**src/rtl/nrd_pkg.sv**
```systemverilog
package nrd_pkg;
   localparam logic [3:0] OP_ADDR_LO  = 4'h1;
   localparam logic [3:0] OP_ADDR_HI  = 4'h2;
   localparam logic [3:0] OP_DATA_LO  = 4'h3;
   localparam logic [3:0] OP_DATA_WR  = 4'h4;
   localparam logic [3:0] OP_READ     = 4'h5;
   localparam logic [3:0] OP_READ_INC = 4'h6;
endpackage

```
**src/rtl/nrd_cmd_decode.sv**
```systemverilog
module nrd_cmd_decode #(
   parameter int CMD_W = 8,
   localparam int NIB_W = CMD_W / 2
) (
   input  logic             clk,
   input  logic             rst_n,
   input  logic             cmd_fire,
   input  logic [CMD_W-1:0] cmd_byte,
   output logic [CMD_W-1:0] addr_q,
   output logic             wr_en,
   output logic [CMD_W-1:0] wr_data,
   output logic             rd_push
);
   import nrd_pkg::*;

   logic [NIB_W-1:0] op;
   logic [NIB_W-1:0] pay;
   logic [NIB_W-1:0] dlo_q;
   logic             known_op;

   assign op  = cmd_byte[CMD_W-1:NIB_W];
   assign pay = cmd_byte[NIB_W-1:0];

   always_comb begin
      known_op = (op == OP_ADDR_LO) || (op == OP_ADDR_HI) || (op == OP_DATA_LO) ||
                 (op == OP_DATA_WR) || (op == OP_READ) || (op == OP_READ_INC);
   end

   always_ff @(posedge clk) begin
      if (!rst_n) begin
         addr_q <= '0;
         dlo_q  <= '0;
      end else if (cmd_fire) begin
         case (op)
            OP_ADDR_LO:  addr_q[NIB_W-1:0]     <= pay;
            OP_ADDR_HI:  addr_q[CMD_W-1:NIB_W] <= pay;
            OP_DATA_LO:  dlo_q                 <= pay;
            OP_READ_INC: addr_q[NIB_W-1:0]     <= addr_q[NIB_W-1:0] + 1'b1;
            default: ;
         endcase
      end
   end

   assign wr_en   = cmd_fire && (op == OP_DATA_WR);
   assign wr_data = {pay, dlo_q};
   assign rd_push = cmd_fire && ((op == OP_READ) || (op == OP_READ_INC));

   AST_INC_PAGE_WRAP: assert property (@(posedge clk) disable iff (!rst_n)
      (cmd_fire && op == OP_READ_INC) |=>
         (addr_q[CMD_W-1:NIB_W] == $past(addr_q[CMD_W-1:NIB_W])) &&
         (addr_q[NIB_W-1:0] == $past(addr_q[NIB_W-1:0]) + 1'b1));
   AST_RESERVED_INERT: assert property (@(posedge clk) disable iff (!rst_n)
      (cmd_fire && !known_op) |=> ($stable(addr_q) && $stable(dlo_q)));
   AST_WRITE_KEEPS_ADDR: assert property (@(posedge clk) disable iff (!rst_n)
      (cmd_fire && op == OP_DATA_WR) |=> ($stable(addr_q) && $stable(dlo_q)));
endmodule

```
**src/rtl/nrd_regfile.sv**
```systemverilog
module nrd_regfile #(
   parameter int          DW           = 8,
   parameter int          ID_ADDR      = 0,
   parameter int          SCRATCH_ADDR = 1,
   parameter logic [7:0]  ID_VALUE     = 8'hA5,
   parameter int          GP_BASE      = 16,
   parameter int          NUM_GP       = 16,
   localparam int GP_IW = (NUM_GP > 1) ? $clog2(NUM_GP) : 1
) (
   input  logic          clk,
   input  logic          rst_n,
   input  logic [DW-1:0] addr,
   input  logic          we,
   input  logic [DW-1:0] wdata,
   output logic [DW-1:0] rdata
);
   localparam logic [DW-1:0] ID_A  = DW'(ID_ADDR);
   localparam logic [DW-1:0] SCR_A = DW'(SCRATCH_ADDR);
   localparam logic [DW:0]   GP_LO = (DW+1)'(GP_BASE);
   localparam logic [DW:0]   GP_HI = (DW+1)'(GP_BASE + NUM_GP);

   logic [DW-1:0] scratch_q;
   logic          gp_hit;
   logic [DW-1:0] gp_rd;
   logic          is_id;
   logic          is_scr;

   assign is_id  = (addr == ID_A);
   assign is_scr = (addr == SCR_A);

   always_ff @(posedge clk) begin
      if (!rst_n)
         scratch_q <= '0;
      else if (we && is_scr)
         scratch_q <= wdata;
   end

   generate
      if (NUM_GP > 0) begin : g_bank
         logic [DW-1:0] off;
         logic [DW-1:0] rd_arr [NUM_GP];
         assign off    = addr - GP_LO[DW-1:0];
         assign gp_hit = ({1'b0, addr} >= GP_LO) && ({1'b0, addr} < GP_HI);
         for (genvar i = 0; i < NUM_GP; i++) begin : g_reg
            logic [DW-1:0] q;
            always_ff @(posedge clk) begin
               if (!rst_n)
                  q <= '0;
               else if (we && gp_hit && (off[GP_IW-1:0] == GP_IW'(i)))
                  q <= wdata;
            end
            assign rd_arr[i] = q;
         end
         assign gp_rd = rd_arr[off[GP_IW-1:0]];
      end else begin : g_nobank
         assign gp_hit = 1'b0;
         assign gp_rd  = '0;
      end
   endgenerate

   always_comb begin
      if (is_id)       rdata = ID_VALUE[DW-1:0];
      else if (is_scr) rdata = scratch_q;
      else if (gp_hit) rdata = gp_rd;
      else             rdata = '0;
   end

   AST_SCRATCH_HOLD: assert property (@(posedge clk) disable iff (!rst_n)
      !(we && is_scr) |=> $stable(scratch_q));
   AST_SCRATCH_LOAD: assert property (@(posedge clk) disable iff (!rst_n)
      (we && is_scr) |=> (scratch_q == $past(wdata)));
endmodule

```
**src/rtl/nrd_rsp_out.sv**
```systemverilog
module nrd_rsp_out #(
   parameter int DW = 8
) (
   input  logic          clk,
   input  logic          rst_n,
   input  logic          push,
   input  logic [DW-1:0] push_data,
   input  logic          rsp_ready,
   output logic          rsp_valid,
   output logic [DW-1:0] rsp_byte
);
   always_ff @(posedge clk) begin
      if (!rst_n) begin
         rsp_valid <= 1'b0;
         rsp_byte  <= '0;
      end else if (push) begin
         rsp_valid <= 1'b1;
         rsp_byte  <= push_data;
      end else if (rsp_valid && rsp_ready) begin
         rsp_valid <= 1'b0;
      end
   end

   AST_RSP_HOLD: assert property (@(posedge clk) disable iff (!rst_n)
      (rsp_valid && !rsp_ready) |=> (rsp_valid && $stable(rsp_byte)));
   AST_NO_OVERWRITE: assert property (@(posedge clk) disable iff (!rst_n)
      push |-> !rsp_valid);
   AST_ONE_BYTE: assert property (@(posedge clk) disable iff (!rst_n)
      push |=> rsp_valid);
endmodule

```
**src/rtl/nibble_reg_decoder.sv**
```systemverilog
module nibble_reg_decoder #(
   parameter int         CMD_W        = 8,
   parameter int         ID_ADDR      = 0,
   parameter int         SCRATCH_ADDR = 1,
   parameter logic [7:0] ID_VALUE     = 8'hA5,
   parameter int         GP_BASE      = 16,
   parameter int         NUM_GP       = 16
) (
   input  logic             clk,
   input  logic             rst_n,
   input  logic             cmd_valid,
   input  logic [CMD_W-1:0] cmd_byte,
   output logic             cmd_ready,
   output logic             rsp_valid,
   output logic [CMD_W-1:0] rsp_byte,
   input  logic             rsp_ready
);
   localparam int ADDR_SPAN = 1 << CMD_W;

   generate
      if (CMD_W != 8) begin : g_bad_width
         $error("CMD_W must be 8: two 4-bit nibbles per command");
      end
      if (ID_ADDR == SCRATCH_ADDR) begin : g_bad_map
         $error("ID and scratch addresses must differ");
      end
      if (GP_BASE + NUM_GP > ADDR_SPAN) begin : g_bad_bank
         $error("general register bank exceeds address space");
      end
      if (NUM_GP > 0 && ((ID_ADDR >= GP_BASE && ID_ADDR < GP_BASE + NUM_GP) ||
          (SCRATCH_ADDR >= GP_BASE && SCRATCH_ADDR < GP_BASE + NUM_GP))) begin : g_overlap
         $error("general bank overlaps ID or scratch address");
      end
   endgenerate

   logic             cmd_fire;
   logic [CMD_W-1:0] addr_q;
   logic             wr_en;
   logic [CMD_W-1:0] wr_data;
   logic             rd_push;
   logic [CMD_W-1:0] rd_data;

   assign cmd_ready = !rsp_valid;
   assign cmd_fire  = cmd_valid && cmd_ready;

   nrd_cmd_decode #(.CMD_W(CMD_W)) dec_i (
      .clk(clk), .rst_n(rst_n), .cmd_fire(cmd_fire), .cmd_byte(cmd_byte),
      .addr_q(addr_q), .wr_en(wr_en), .wr_data(wr_data), .rd_push(rd_push));

   nrd_regfile #(
      .DW(CMD_W), .ID_ADDR(ID_ADDR), .SCRATCH_ADDR(SCRATCH_ADDR),
      .ID_VALUE(ID_VALUE), .GP_BASE(GP_BASE), .NUM_GP(NUM_GP)
   ) rf_i (
      .clk(clk), .rst_n(rst_n), .addr(addr_q), .we(wr_en),
      .wdata(wr_data), .rdata(rd_data));

   nrd_rsp_out #(.DW(CMD_W)) rsp_i (
      .clk(clk), .rst_n(rst_n), .push(rd_push), .push_data(rd_data),
      .rsp_ready(rsp_ready), .rsp_valid(rsp_valid), .rsp_byte(rsp_byte));

   AST_STALL_WHILE_PENDING: assert property (@(posedge clk) disable iff (!rst_n)
      (rsp_valid && !rsp_ready) |=> !cmd_ready);
   AST_READ_VALUE: assert property (@(posedge clk) disable iff (!rst_n)
      rd_push |=> (rsp_byte == $past(rd_data)));
endmodule

```
**config.mk**
```make
export PLATFORM = sky130hd
export DESIGN_NAME = nibble_reg_decoder
export DESIGN_NICKNAME = d
export VERILOG_FILES = /design/src/rtl/nrd_pkg.sv /design/src/rtl/nrd_cmd_decode.sv /design/src/rtl/nrd_regfile.sv /design/src/rtl/nrd_rsp_out.sv /design/src/rtl/nibble_reg_decoder.sv
export SDC_FILE = /design/constraint.sdc
export NUM_CORES = 1
export LEC_CHECK = 0
export BUFFER_PORTS_ARGS = -buffer_cell sky130_fd_sc_hd__buf_2
export CAP_MARGIN = 0
export CORE_MARGIN = 2
export CORE_UTILIZATION = 53
export CTS_CLUSTER_DIAMETER = 100
export DETAILED_ROUTE_END_ITERATION = 8
export GPL_TIMING_DRIVEN = 0
export PLACE_DENSITY = 0.73
export SETUP_SLACK_MARGIN = 0.3
export SLEW_MARGIN = 20
export SYNTH_ARGS = -nofsm -noshare
export SYNTH_HDL_FRONTEND = slang
export SYNTH_SLANG_ARGS = --single-unit
```
**constraint.sdc**
```tcl
create_clock -name clk -period 4.8 [get_ports clk]
set_input_delay 0.48 -clock clk [delete_from_list [all_inputs] [get_ports clk]]
set_output_delay 0.48 -clock clk [all_outputs]
set_load 0.01 [all_outputs]
```
==> results of run 1 <==
==> metal layers <==
layer	wire, um	vias to the layer above
li1	-	2997
met1	9040	3174
met2	10400	362
met3	2170	67
met4	832	0
met5	0	-
==> stage by stage <==
stage	util	hold WS [ps]	std cells	total power [W]
5_1_grt	0.607	322	1047	0.00275
3_3_place_gp	0.566	457	1016	0.00146
6_report	0.607	308	1047	0.00269
3_5_place_dp	0.566	465	1016	0.00146
4_1_cts	0.607	309	1047	0.00269
2_1_floorplan	-	450	823	0.00142
==> where the power goes <==
part	leakage (nW)	internal [W]	switching [W]
registers	1.26	0.00131	0.00000320
clock network	0.258	0.000725	0.000527
logic	1.00	0.0000325	0.0000962
==> critical path, delay by kind of cell, from the launching register on <==
kind | cells | cell delay, ps
simple gates | 1 | 290
compound gates | 2 | 360
fa+ha+maj | 1 | 190
buf+inv | 6 | 1880
flops | 1 | 340
==> layout make-up <==
cell class,instances,area [sq um]
Buffer,77,333
Clock buffer,26,509
Clock inverter,5,32.5
Fill cell,1174,5230
Inverter,5,18.8
Multi-Input combinational cell,584,3720
Sequential cell,157,3140
Tap cell,176,220
Timing Repair Buffer,17,85.1
==> sequential cells by signal (all words and copies together) (netlist names) <==
name,count
rf_i.g_bank.g.q,128
dec_i.addr_q,8
rf_i.scratch_q,8
rsp_i.rsp_byte,8
dec_i.dlo_q,4
rsp_i.rsp_valid,1
==> layout by cell type, fill, tap and decap left out, types with 4 or more instances in the layout <==
master,instances
a21o_1,4
a21oi_1,140
a31oi_1,10
or3_1,5
inv_1,4
mux2i_1,21
nand2_1,136
dfxtp_1,157
nor2_4,16
ha_1,4
buf_2,32
o21ai_0,121
nor2_1,26
nand3_1,5
o21ai_1,18
nand4_4,4
mux4_2,29
clkbuf_8,5
clkbuf_1,59
clkbuf_16,17
mux2_2,4
==> cell families (layout without fill, tap and decap cells) <==
family / after synthesis / in the layout / synth area share
AOI/OAI and AO/OA: 308 / 308 / 0.222
and+or+nand+nor: 217 / 217 / 0.159
DFF: 157 / 157 / 0.436
buffers and inverters: 82 / 130 / 0.0487
muxes: 54 / 54 / 0.126
adders and majority gates: 4 / 4 / 0.00694
xor gates and xnor gates: 1 / 1 / 0.00121
==> worst paths after layout <==
kind	start	to	slack, ps	cells past startpoint
setup / recovery	dec_i.addr_q[1]	rf_i.g_bank.g_reg[1].q[5]	1660	10
hold reg to reg	rf_i.g_bank.g_reg[3].q[2]	rf_i.g_bank.g_reg[3].q[2]	470	2
setup reg to reg	dec_i.addr_q[1]	rf_i.g_bank.g_reg[1].q[5]	1660	10
hold / removal	rsp_ready	rsp_i.rsp_valid	310	3
==> metrics.md, run 1 <==
| Metric | Value |
|---|---|
| HPWL Detailed | `15.2 mm` |
| Vias in the first global route | `6257` |
| Clock slew at reported path FFs | `60 ps` |
| Pwr per Cell Area | `334 nW/um^2` |
| Synth top cells by count | `157 x dfxtp_1, 140 x a21oi_1, 136 x nand2_1, 121 x o21ai_0, 55 x clkbuf_1` |
| GRT busiest layer | `met2` |
| Synth cell types | `47` |
| GR Layer Usage met3 | `0.0670` |
| CTS Hold Bufs | `0` |
| Initial antenna violation count | `0` |
| Iteration-0 DRC Markers | `825` |
| Place WS | `1710 ps` |
| Post-synth EDFFs | `0` |
| Post-DP Area | `7520 sq um` |
| Vias per std cell | `6.30` |
| Setup Viol. Count Final | `0` |
| Die Y | `121 um` |
| Total GRT Usage | `0.321` |
| Slew @ Worst Pin | `777 ps` |
| Post_cts resized | `0` |
| Layout cell share with drive strength beyond 1 | `0.140` |
| Gr ovfl total | `0` |
| Final Critical Period | `3140 ps` |
| Largest net degree at the start of global routing | `17` |
| Clock sink count | `157` |
| Initial DRT Pass Iterations | `5` |
| CP Class | `reg -> reg` |
| PortBufs | `17` |
| CP Launch Type | `register` |
| DRT Wirelength | `22.5 mm` |
| Placer Congestion | `0.928` |
| DRC viols | `0` |
| Synth async-reset ratio | `0` |
| Fin. Hold Viols | `0` |
| Main synth FF type | `dfxtp_1` |
| Yosys warning total | `0` |
| Critical path endpoint category | `register` |
| Post-synthesis register bit count | `157` |
| Worst relative slew slack | `0.480` |
| WL/cell | `21.4 um` |
| Clk Latency, worst-skew pair | `440 ps` |
| Routed Antenna Nets | `0` |
| Dominant cell type by area after synthesis | `dfxtp_1` |
| Syn Nets | `839` |
| Hold Path Class | `in -> reg` |
| Max-cap violations | `0` |
| Inserted Clock Buffers | `17` |
| Fmax | `0.318 GHz` |
| Die width | `121 um` |
| Number of top-level pins | `22` |
| Final Cell Area | `8060 sq um` |
| Cell Area, Synth | `7220 sq um` |
| Antenna Cells | `0` |
| Crit-path max cell delay | `430 ps` |
| Post-route setup slack | `1660 ps` |
| Critical-path top delay cell | `clkbuf_1` |
| First-pass GRT wire length | `35.1 mm` |
| Row Count | `42` |
| Top-area cell type share of the netlist area | `0.436` |
| Crit path DAT | `3500 ps` |
| Outcome | `finished, final reports clean` |
| Vias | `6600` |
| Top post-synthesis cells by area | `dfxtp_1 44%, a21oi_1 9.7%, mux4_2 9.0%` |
| Peak VDD IR | `249 uV` |
| Met1 Use GR | `0.421` |
| H-tree levels | `4` |
| Synthesis-to-finish area growth | `11.7%` |
| Crit path max fanout | `10` |
| Sequential element share of the synthesized area | `0.436` |
| Post-Syn Instances | `823` |
| RSZ-0062 raised after global routing | `false` |
| Initial Utilization | `0.543` |
| Clock Skew | `6.24 ps` |
| Root buf cell | `clkbuf_16` |
| TritonCTS clock tree | `built` |
| Setup_tns | `0 ps` |
| Final Max Slew Viols | `0` |
| Core ar. | `13300 sq um` |
| Avg Inst Size Synth | `8.77 sq um` |
| Total die area | `14600 sq um` |
| Post-CTS setup buffer count | `0` |
| Final net count | `875` |
| M2 GR Usage | `0.508` |
| Most used cell, CP | `buf_2` |
| Tcrit/Tclk final | `0.654` |
| Pleak | `2.53 nW` |
| Worst path cell trace | `buf_2, buf_2, buf_2, inv_1, ha_1, clkbuf_1, nand4_4, clkbuf_1, o21ai_0, a21oi_1` |
| Clock tree buffer depth | `2` |
| Most common cell in the netlist | `dfxtp_1` |
| CP required | `5160 ps` |
Power figures use the tool's default switching activity.
==> run 2: changes to the inputs <==
--- a/config.mk
+++ b/config.mk
@@ -12,7 +12,7 @@
 export CTS_CLUSTER_DIAMETER = 100
 export DETAILED_ROUTE_END_ITERATION = 8
 export GPL_TIMING_DRIVEN = 0
-export PLACE_DENSITY = 0.73
+export PLACE_DENSITY = 0.75
 export SETUP_SLACK_MARGIN = 0.3
 export SLEW_MARGIN = 20
 export SYNTH_ARGS = -nofsm -noshare
==> constraint.sdc (replaced) <==
create_clock -name clk -period 2.8 [get_ports clk]
set_input_delay 0.28 -clock clk [delete_from_list [all_inputs] [get_ports clk]]
set_output_delay 0.28 -clock clk [all_outputs]
set_load 0.01 [all_outputs]
==> metrics.md, run 2 (same netlist as run 1, synthesis figures left out) <==
| Metric | Value |
|---|---|
| Outcome | `finished, final reports clean` |
| Seq pwr share | `0.498 (+0.011)` |
| CTS Hold Bufs | `0 (unchanged)` |
| Fin. Hold Viols | `0 (unchanged)` |
| Clock tree buffer depth | `2 (unchanged)` |
| Final Critical Period | `2400 ps (-741 ps)` |
| Vias | `6605 (+0.076%)` |
| Vias in the first global route | `6339 (+1.3%)` |
| Final Power | `0.00452 W (+68%)` |
| PortBufs | `17 (unchanged)` |
| Reg2reg end | `rf_i.g_bank.g_reg[9].q[7]` |
| Reg2reg start | `dec_i.addr_q[1]` |
| First-pass GRT wire length | `34.8 mm (-1.0%)` |
| Clock slew at reported path FFs | `60 ps (about the same)` |
| Clock Skew | `6.97 ps (+0.730 ps)` |
| Reg2Reg Setup Slack | `400 ps (-1260 ps)` |
| Tcrit/Tclk final | `0.857 (+0.203)` |
| Most used cell, CP | `buf_4` |
| Row Count | `42 (unchanged)` |
| Crit path DAT | `2760 ps (-740 ps)` |
| Routed Antenna Nets | `0 (unchanged)` |
| Iteration-0 DRC Markers | `710 (-14%)` |
| Fmax | `0.417 GHz (+31%)` |
| Antenna Cells | `0 (unchanged)` |
| TritonCTS clock tree | `built` |
| H-tree levels | `4 (unchanged)` |
| Peak VDD IR | `457 uV (+84%)` |
| DRC viols | `0 (unchanged)` |
| Root buf cell | `clkbuf_16` |
| CP Launch Type | `register` |
| Max-cap violations | `0 (unchanged)` |
| Biggest register | `rf_i.g_bank.g.q` |
| Clock sink count | `157 (unchanged)` |
| Final Cell Area | `8160 sq um (+1.2%)` |
| Vias per std cell | `6.27 (-0.49%)` |
| CP Class | `reg -> reg` |
| Layout cell share with drive strength beyond 1 | `0.160 (+0.0196)` |
| WP buf/inv | `6 (unchanged)` |
| CP required | `3160 ps (-2000 ps)` |
| Clk Latency, worst-skew pair | `440 ps (about the same)` |
| Critical path endpoint category | `register` |
| RSZ-0062 raised after global routing | `true` |
| Total die area | `14600 sq um (unchanged)` |
| Initial Utilization | `0.543 (unchanged)` |
| Total stage count of the critical path | `11 (+1)` |
| Core ar. | `13300 sq um (unchanged)` |
| Place WS | `-379 ps (-2090 ps)` |
| Die Y | `121 um (unchanged)` |
| Worst relative slew slack | `0.444 (-0.0360)` |
| DRT Wirelength | `22.4 mm (-0.17%)` |
| Hold depth | `3 (unchanged)` |
| Number of top-level pins | `22 (unchanged)` |
| Switching power | `0.00110 W (+76%)` |
| Hold path endpoint | `rsp_i.rsp_valid` |
| Critical-path top delay cell | `dfxtp_1` |
| Clock power frac | `0.454 (-0.011)` |
| Switching Share | `0.244 (+0.0112)` |
| Inserted Clock Buffers | `17 (unchanged)` |
| HPWL Detailed | `14.9 mm (-2.1%)` |
| Commonest non-fill, non-tap cell in the layout | `dfxtp_1` |
| Hold Path Class | `in -> reg` |
| Slew @ Worst Pin | `831 ps (+53.8 ps)` |
| Setup Viol. Count Final | `0 (unchanged)` |
| Max reg flops | `128 (unchanged)` |
| Int Pwr | `0.00341 W (+65%)` |
| CP top delay family | `buffers and inverters` |
| Initial DRT Pass Iterations | `6 (+1)` |
| Comb pwr share | `0.049 (about the same)` |
| Final Max Slew Viols | `0 (unchanged)` |
| Most frequent cells in the layout | `157 x dfxtp_1, 140 x a21oi_1, 136 x nand2_1` |
| HP Start | `rsp_ready` |
| Post-DP Area | `7520 sq um (unchanged)` |
| Gr ovfl total | `0 (unchanged)` |
| Setup_tns | `0 ps (unchanged)` |
| WL/cell | `21.3 um (-0.74%)` |
| FF-to-FF path depth | `11 (+1)` |
| Total GRT Usage | `0.317 (-0.00360)` |
| Synthesis-to-finish area growth | `13.0%` |
| Post-route setup slack | `401 ps (-1260 ps)` |
| Pleak | `2.58 nW (+2.0%)` |
| Worst path cell trace | `buf_4, buf_6, buf_4, inv_2, ha_1, clkbuf_4, nand4_4, buf_4, nor2_4, nand2_1, a21oi_1` |
| Die width | `121 um (unchanged)` |
| Pwr per Cell Area | `554 nW/um^2 (+66%)` |
| Placer Congestion | `0.919 (-0.95%)` |
| Final net count | `880 (+0.57%)` |
| Largest net degree at the start of global routing | `17 (unchanged)` |
| Crit path max fanout | `10 (unchanged)` |
| Crit-path max cell delay | `330 ps (-100 ps)` |
| Initial antenna violation count | `0 (unchanged)` |
run 2: changes by cell type in the layout (fill, tap and decap cells not counted), moves of 2 or more:
| cell | before | now |
|---|---|---|
| clkbuf_1 | 59 | 49 |
| clkbuf_4 | 0 | 8 |
| buf_4 | 2 | 8 |
| clkinv_2 | 2 | 8 |
| buf_2 | 32 | 27 |
| clkbuf_8 | 5 | 0 |
| buf_12 | 0 | 2 |
| buf_6 | 2 | 4 |
| clkinvlp_4 | 3 | 5 |
run 2: how the worst max path moves through the flow:
stage                    startpoint                    endpoint
floorplan           dec_i.addr_q[1]  rf_i.g_bank.g_reg[13].q[7]
global placement    dec_i.addr_q[1]   rf_i.g_bank.g_reg[5].q[1]
detailed placement  dec_i.addr_q[1]   rf_i.g_bank.g_reg[5].q[2]
CTS                 dec_i.addr_q[1]   rf_i.g_bank.g_reg[5].q[5]
global route        dec_i.addr_q[0]   rf_i.g_bank.g_reg[2].q[2]
finish              dec_i.addr_q[1]   rf_i.g_bank.g_reg[9].q[7]
run 2: final cells by class:
type	count	area, sq um
well taps	176	220
repair buffers	22	148
fillers	1170	5140
inverters	5	18.8
flip-flops and latches	157	3140
clock buffers	19	433
clock inverters	13	77.6
multi-input cells	584	3730
plain buffers	77	383
run 2: repair_timing:
| action | CTS | global route |
|---|---|---|
| pin swaps | 0 | 1 |
| hold endpoints to repair | 0 | 0 |
| resized for setup | 19 | 11 |
| setup endpoints to repair | 100 | 80 |
| buffers inserted | 2 | 3 |
run 2: metal layers:
metal	GRT usage	part of all wire	up-vias
met1	0.402	0.40	3140
met4	0.161	0.041	0
met5	0	0	-
met2	0.483	0.45	389
met3	0.105	0.11	71
li1	-	-	3005
run 2: worst reg2reg max path: cells and delay by family, from the launching register on:
family          cells  cell delay (ps)
buf+inv             6             1160
flops               1              330
compound gates      1              160
fa+ha+maj           1              140
simple gates        3              520
run 2: power groups by stage:
| stage | Combinational (W) | Clock (W) | Sequential (W) |
|---|---|---|---|
| 4_1_cts | 0.000212 | 0.00205 | 0.00225 |
| 3_3_place_gp | 0.000207 | 0 | 0.00230 |
| 5_1_grt | 0.000233 | 0.00215 | 0.00225 |
| 3_5_place_dp | 0.000209 | 0 | 0.00230 |
| 2_1_floorplan | 0.000132 | 0 | 0.00230 |
| 6_report | 0.000220 | 0.00205 | 0.00225 |
run 2: through the flow:
stage                     cells  hold slack [ps]   util
after floorplan             823              418      -
after global placement     1016              456  0.566
after detailed placement   1016              465  0.566
after CTS                  1050              109  0.609
after global routing       1053              114  0.614
final                      1053              113  0.614
==> run 3: changes to the inputs <==
--- a/config.mk
+++ b/config.mk
@@ -7,12 +7,14 @@
 export LEC_CHECK = 0
 export BUFFER_PORTS_ARGS = -buffer_cell sky130_fd_sc_hd__buf_2
 export CAP_MARGIN = 0
+export CELL_PAD_IN_SITES_DETAIL_PLACEMENT = 0
+export CELL_PAD_IN_SITES_GLOBAL_PLACEMENT = 1
 export CORE_MARGIN = 2
-export CORE_UTILIZATION = 53
+export CORE_UTILIZATION = 43
 export CTS_CLUSTER_DIAMETER = 100
 export DETAILED_ROUTE_END_ITERATION = 8
 export GPL_TIMING_DRIVEN = 0
-export PLACE_DENSITY = 0.75
+export PLACE_DENSITY = 0.78
 export SETUP_SLACK_MARGIN = 0.3
 export SLEW_MARGIN = 20
 export SYNTH_ARGS = -nofsm -noshare
==> metrics.md, run 3 (same netlist as run 1, synthesis figures left out) <==
| Metric | Value |
|---|---|
| Slew @ Worst Pin | `959 ps (+128 ps)` |
| Hold Path Class | `in -> reg` |
| Switching power | `0.00112 W (+1.4%)` |
| Gr ovfl total | `0 (unchanged)` |
| HPWL Detailed | `16.1 mm (+8.2%)` |
| Row Count | `47 (+12%)` |
| Critical path endpoint category | `register` |
| Synthesis-to-finish area growth | `14.2%` |
| Fmax | `0.406 GHz (-2.5%)` |
| Initial antenna violation count | `0 (unchanged)` |
| Final hold slack | `123 ps (+9.31 ps)` |
| Comb pwr share | `0.047 (-0.002)` |
| Switching Share | `0.234 (-0.00994)` |
| Largest net degree at the start of global routing | `17 (unchanged)` |
| WL/cell | `21.7 um (+2.0%)` |
| Fin cells | `1093 (+3.8%)` |
| Inserted Clock Buffers | `17 (unchanged)` |
| Root buf cell | `clkbuf_16` |
| Critical-path top delay cell | `nor4b_4` |
| Pwr per Cell Area | `579 nW/um^2 (+4.6%)` |
| Clock slew at reported path FFs | `60 ps (about the same)` |
| Total GRT Usage | `0.273 (-0.0445)` |
| Die Y | `134 um (+11%)` |
| Die width | `134 um (+11%)` |
| Pleak | `2.59 nW (+0.36%)` |
| RSZ-0062 raised after global routing | `true` |
| Worst path cell trace | `nor4b_4, nand4_4, clkbuf_2, o21ai_0, a21oi_1` |
| Clk Latency, worst-skew pair | `430 ps (about the same)` |
| Seq pwr share | `0.471 (-0.027)` |
| Layout cell share with drive strength beyond 1 | `0.153 (-0.00614)` |
| Fin. Hold Viols | `0 (unchanged)` |
| TritonCTS clock tree | `built` |
| Most frequent cells in the layout | `157 x dfxtp_1, 140 x a21oi_1, 136 x nand2_1` |
| PortBufs | `17 (unchanged)` |
| Vias per std cell | `5.89 (-6.0%)` |
| CP Launch Type | `register` |
| Int Pwr | `0.00366 W (+7.1%)` |
| CP Class | `reg -> reg` |
| Crit path DAT | `2760 ps (about the same)` |
| H-tree levels | `4 (unchanged)` |
| Worst relative slew slack | `0.358 (-0.0857)` |
| Placed insts | `1060 (+4.3%)` |
| Outcome | `finished, final reports clean` |
| Max reg flops | `128 (unchanged)` |
| Final Max Slew Viols | `0 (unchanged)` |
| Clock power frac | `0.482 (+0.028)` |
| Vias in the first global route | `6000 (-5.3%)` |
| First-pass GRT wire length | `36.7 mm (+5.5%)` |
| Initial Utilization | `0.438 (-0.105)` |
| Setup Viol. Count Final | `0 (unchanged)` |
| Crit path max fanout | `10 (unchanged)` |
| Antenna Cells | `0 (unchanged)` |
| DRT Wirelength | `23.7 mm (+5.8%)` |
| Initial DRT Pass Iterations | `5 (-1)` |
| DRC viols | `0 (unchanged)` |
| Final Critical Period | `2460 ps (+62.6 ps)` |
| Commonest non-fill, non-tap cell in the layout | `dfxtp_1` |
| Clock tree buffer depth | `2 (unchanged)` |
| CP required | `3090 ps (-70 ps)` |
| Tcrit/Tclk final | `0.879 (+0.0223)` |
| Final net count | `877 (-0.34%)` |
| Max-cap violations | `0 (unchanged)` |
| Routed Antenna Nets | `0 (unchanged)` |
| Peak VDD IR | `415 uV (-9.3%)` |
| Biggest register | `rf_i.g_bank.g.q` |
| Clock sink count | `157 (unchanged)` |
| Total die area | `17800 sq um (+22%)` |
| Vias | `6443 (-2.5%)` |
| Number of top-level pins | `22 (unchanged)` |
| Iteration-0 DRC Markers | `652 (-8.2%)` |
| Core ar. | `16500 sq um (+24%)` |
| Placer Congestion | `0.864 (-6.0%)` |
| Crit-path max cell delay | `810 ps (+480 ps)` |
| Clock Skew | `8.02 ps (+1.04 ps)` |
run 3: cell count changes in the layout (fill, tap and decap cells not counted), sizes merged:
cell and delta:
inv +1, clkbuf +4, clkinvlp -1, bufinv +2
nand4 +1, buf -5, clkinv -6
run 3: what timing repair did:
action	in CTS	in global routing
hold buffers	0	0
cloned	0	1
endpoints found under the setup margin	110	91
buffers inserted	1	0
resized for setup	20	6
endpoints found under the hold margin	0	0
run 3: per-stage QoR:
step | setup slack, ps | utilization | setup TNS, ps | power, W | cell area (sq um)
after floorplan | 550 | - | 0 | 0.00243 | 7220
after global placement | -364 | 0.460 | -15920 | 0.00251 | 7580
after detailed placement | -376 | 0.460 | -17040 | 0.00251 | 7580
after CTS | 310 | 0.499 | 0 | 0.00478 | 8220
after global routing | 261 | 0.501 | 0 | 0.00490 | 8240
final | 338 | 0.501 | 0 | 0.00478 | 8240
run 3: path summary, 6_finish.rpt:
check,start,end,slack (ps),cells after the start
hold reg to reg,rf_i.g_bank.g_reg[12].q[1],rf_i.g_bank.g_reg[12].q[1],470,2
setup / recovery,dec_i.addr_q[4],rf_i.g_bank.g_reg[10].q[4],340,5
hold / removal,rsp_ready,rsp_i.rsp_valid,120,3
setup reg to reg,dec_i.addr_q[4],rf_i.g_bank.g_reg[10].q[4],340,5
run 3: worst max-delay path, delay by kind of cell, from the launching register on:
kind | cells | cell delay [ps]
and+or+nand+nor | 2 | 1230
DFF | 1 | 400
buffers and inverters | 1 | 360
AOI/OAI and AO/OA | 2 | 330
run 3: power by group through the flow:
stage,sequential (W),clock (W),combinational [W]
CTS,0.00225,0.00231,0.000219
global route,0.00225,0.00241,0.000241
global placement,0.00230,0,0.000217
detailed placement,0.00230,0,0.000216
floorplan,0.00230,0,0.000132
finish,0.00225,0.00230,0.000225
run 3: cell type report:
| type | count | area [sq um] |
|---|---|---|
| multi-input combinational | 585 | 3740 |
| fill | 1611 | 8220 |
| inverter | 5 | 18.8 |
| buffer | 77 | 388 |
| tap | 220 | 275 |
| clock buffer | 22 | 464 |
| sequential | 157 | 3140 |
| clock inverter | 9 | 113 |
| timing repair buffer | 18 | 105 |
run 3: per-layer routing:
layer | vias to the layer above | wire length [um] | GRT usage | share of wire
met4 | 0 | 569 | 0.0875 | 0.024
met2 | 277 | 10600 | 0.409 | 0.45
li1 | 3001 | - | - | -
met5 | - | 0 | 0 | 0
met3 | 33 | 2030 | 0.0613 | 0.085
met1 | 3132 | 10600 | 0.391 | 0.45
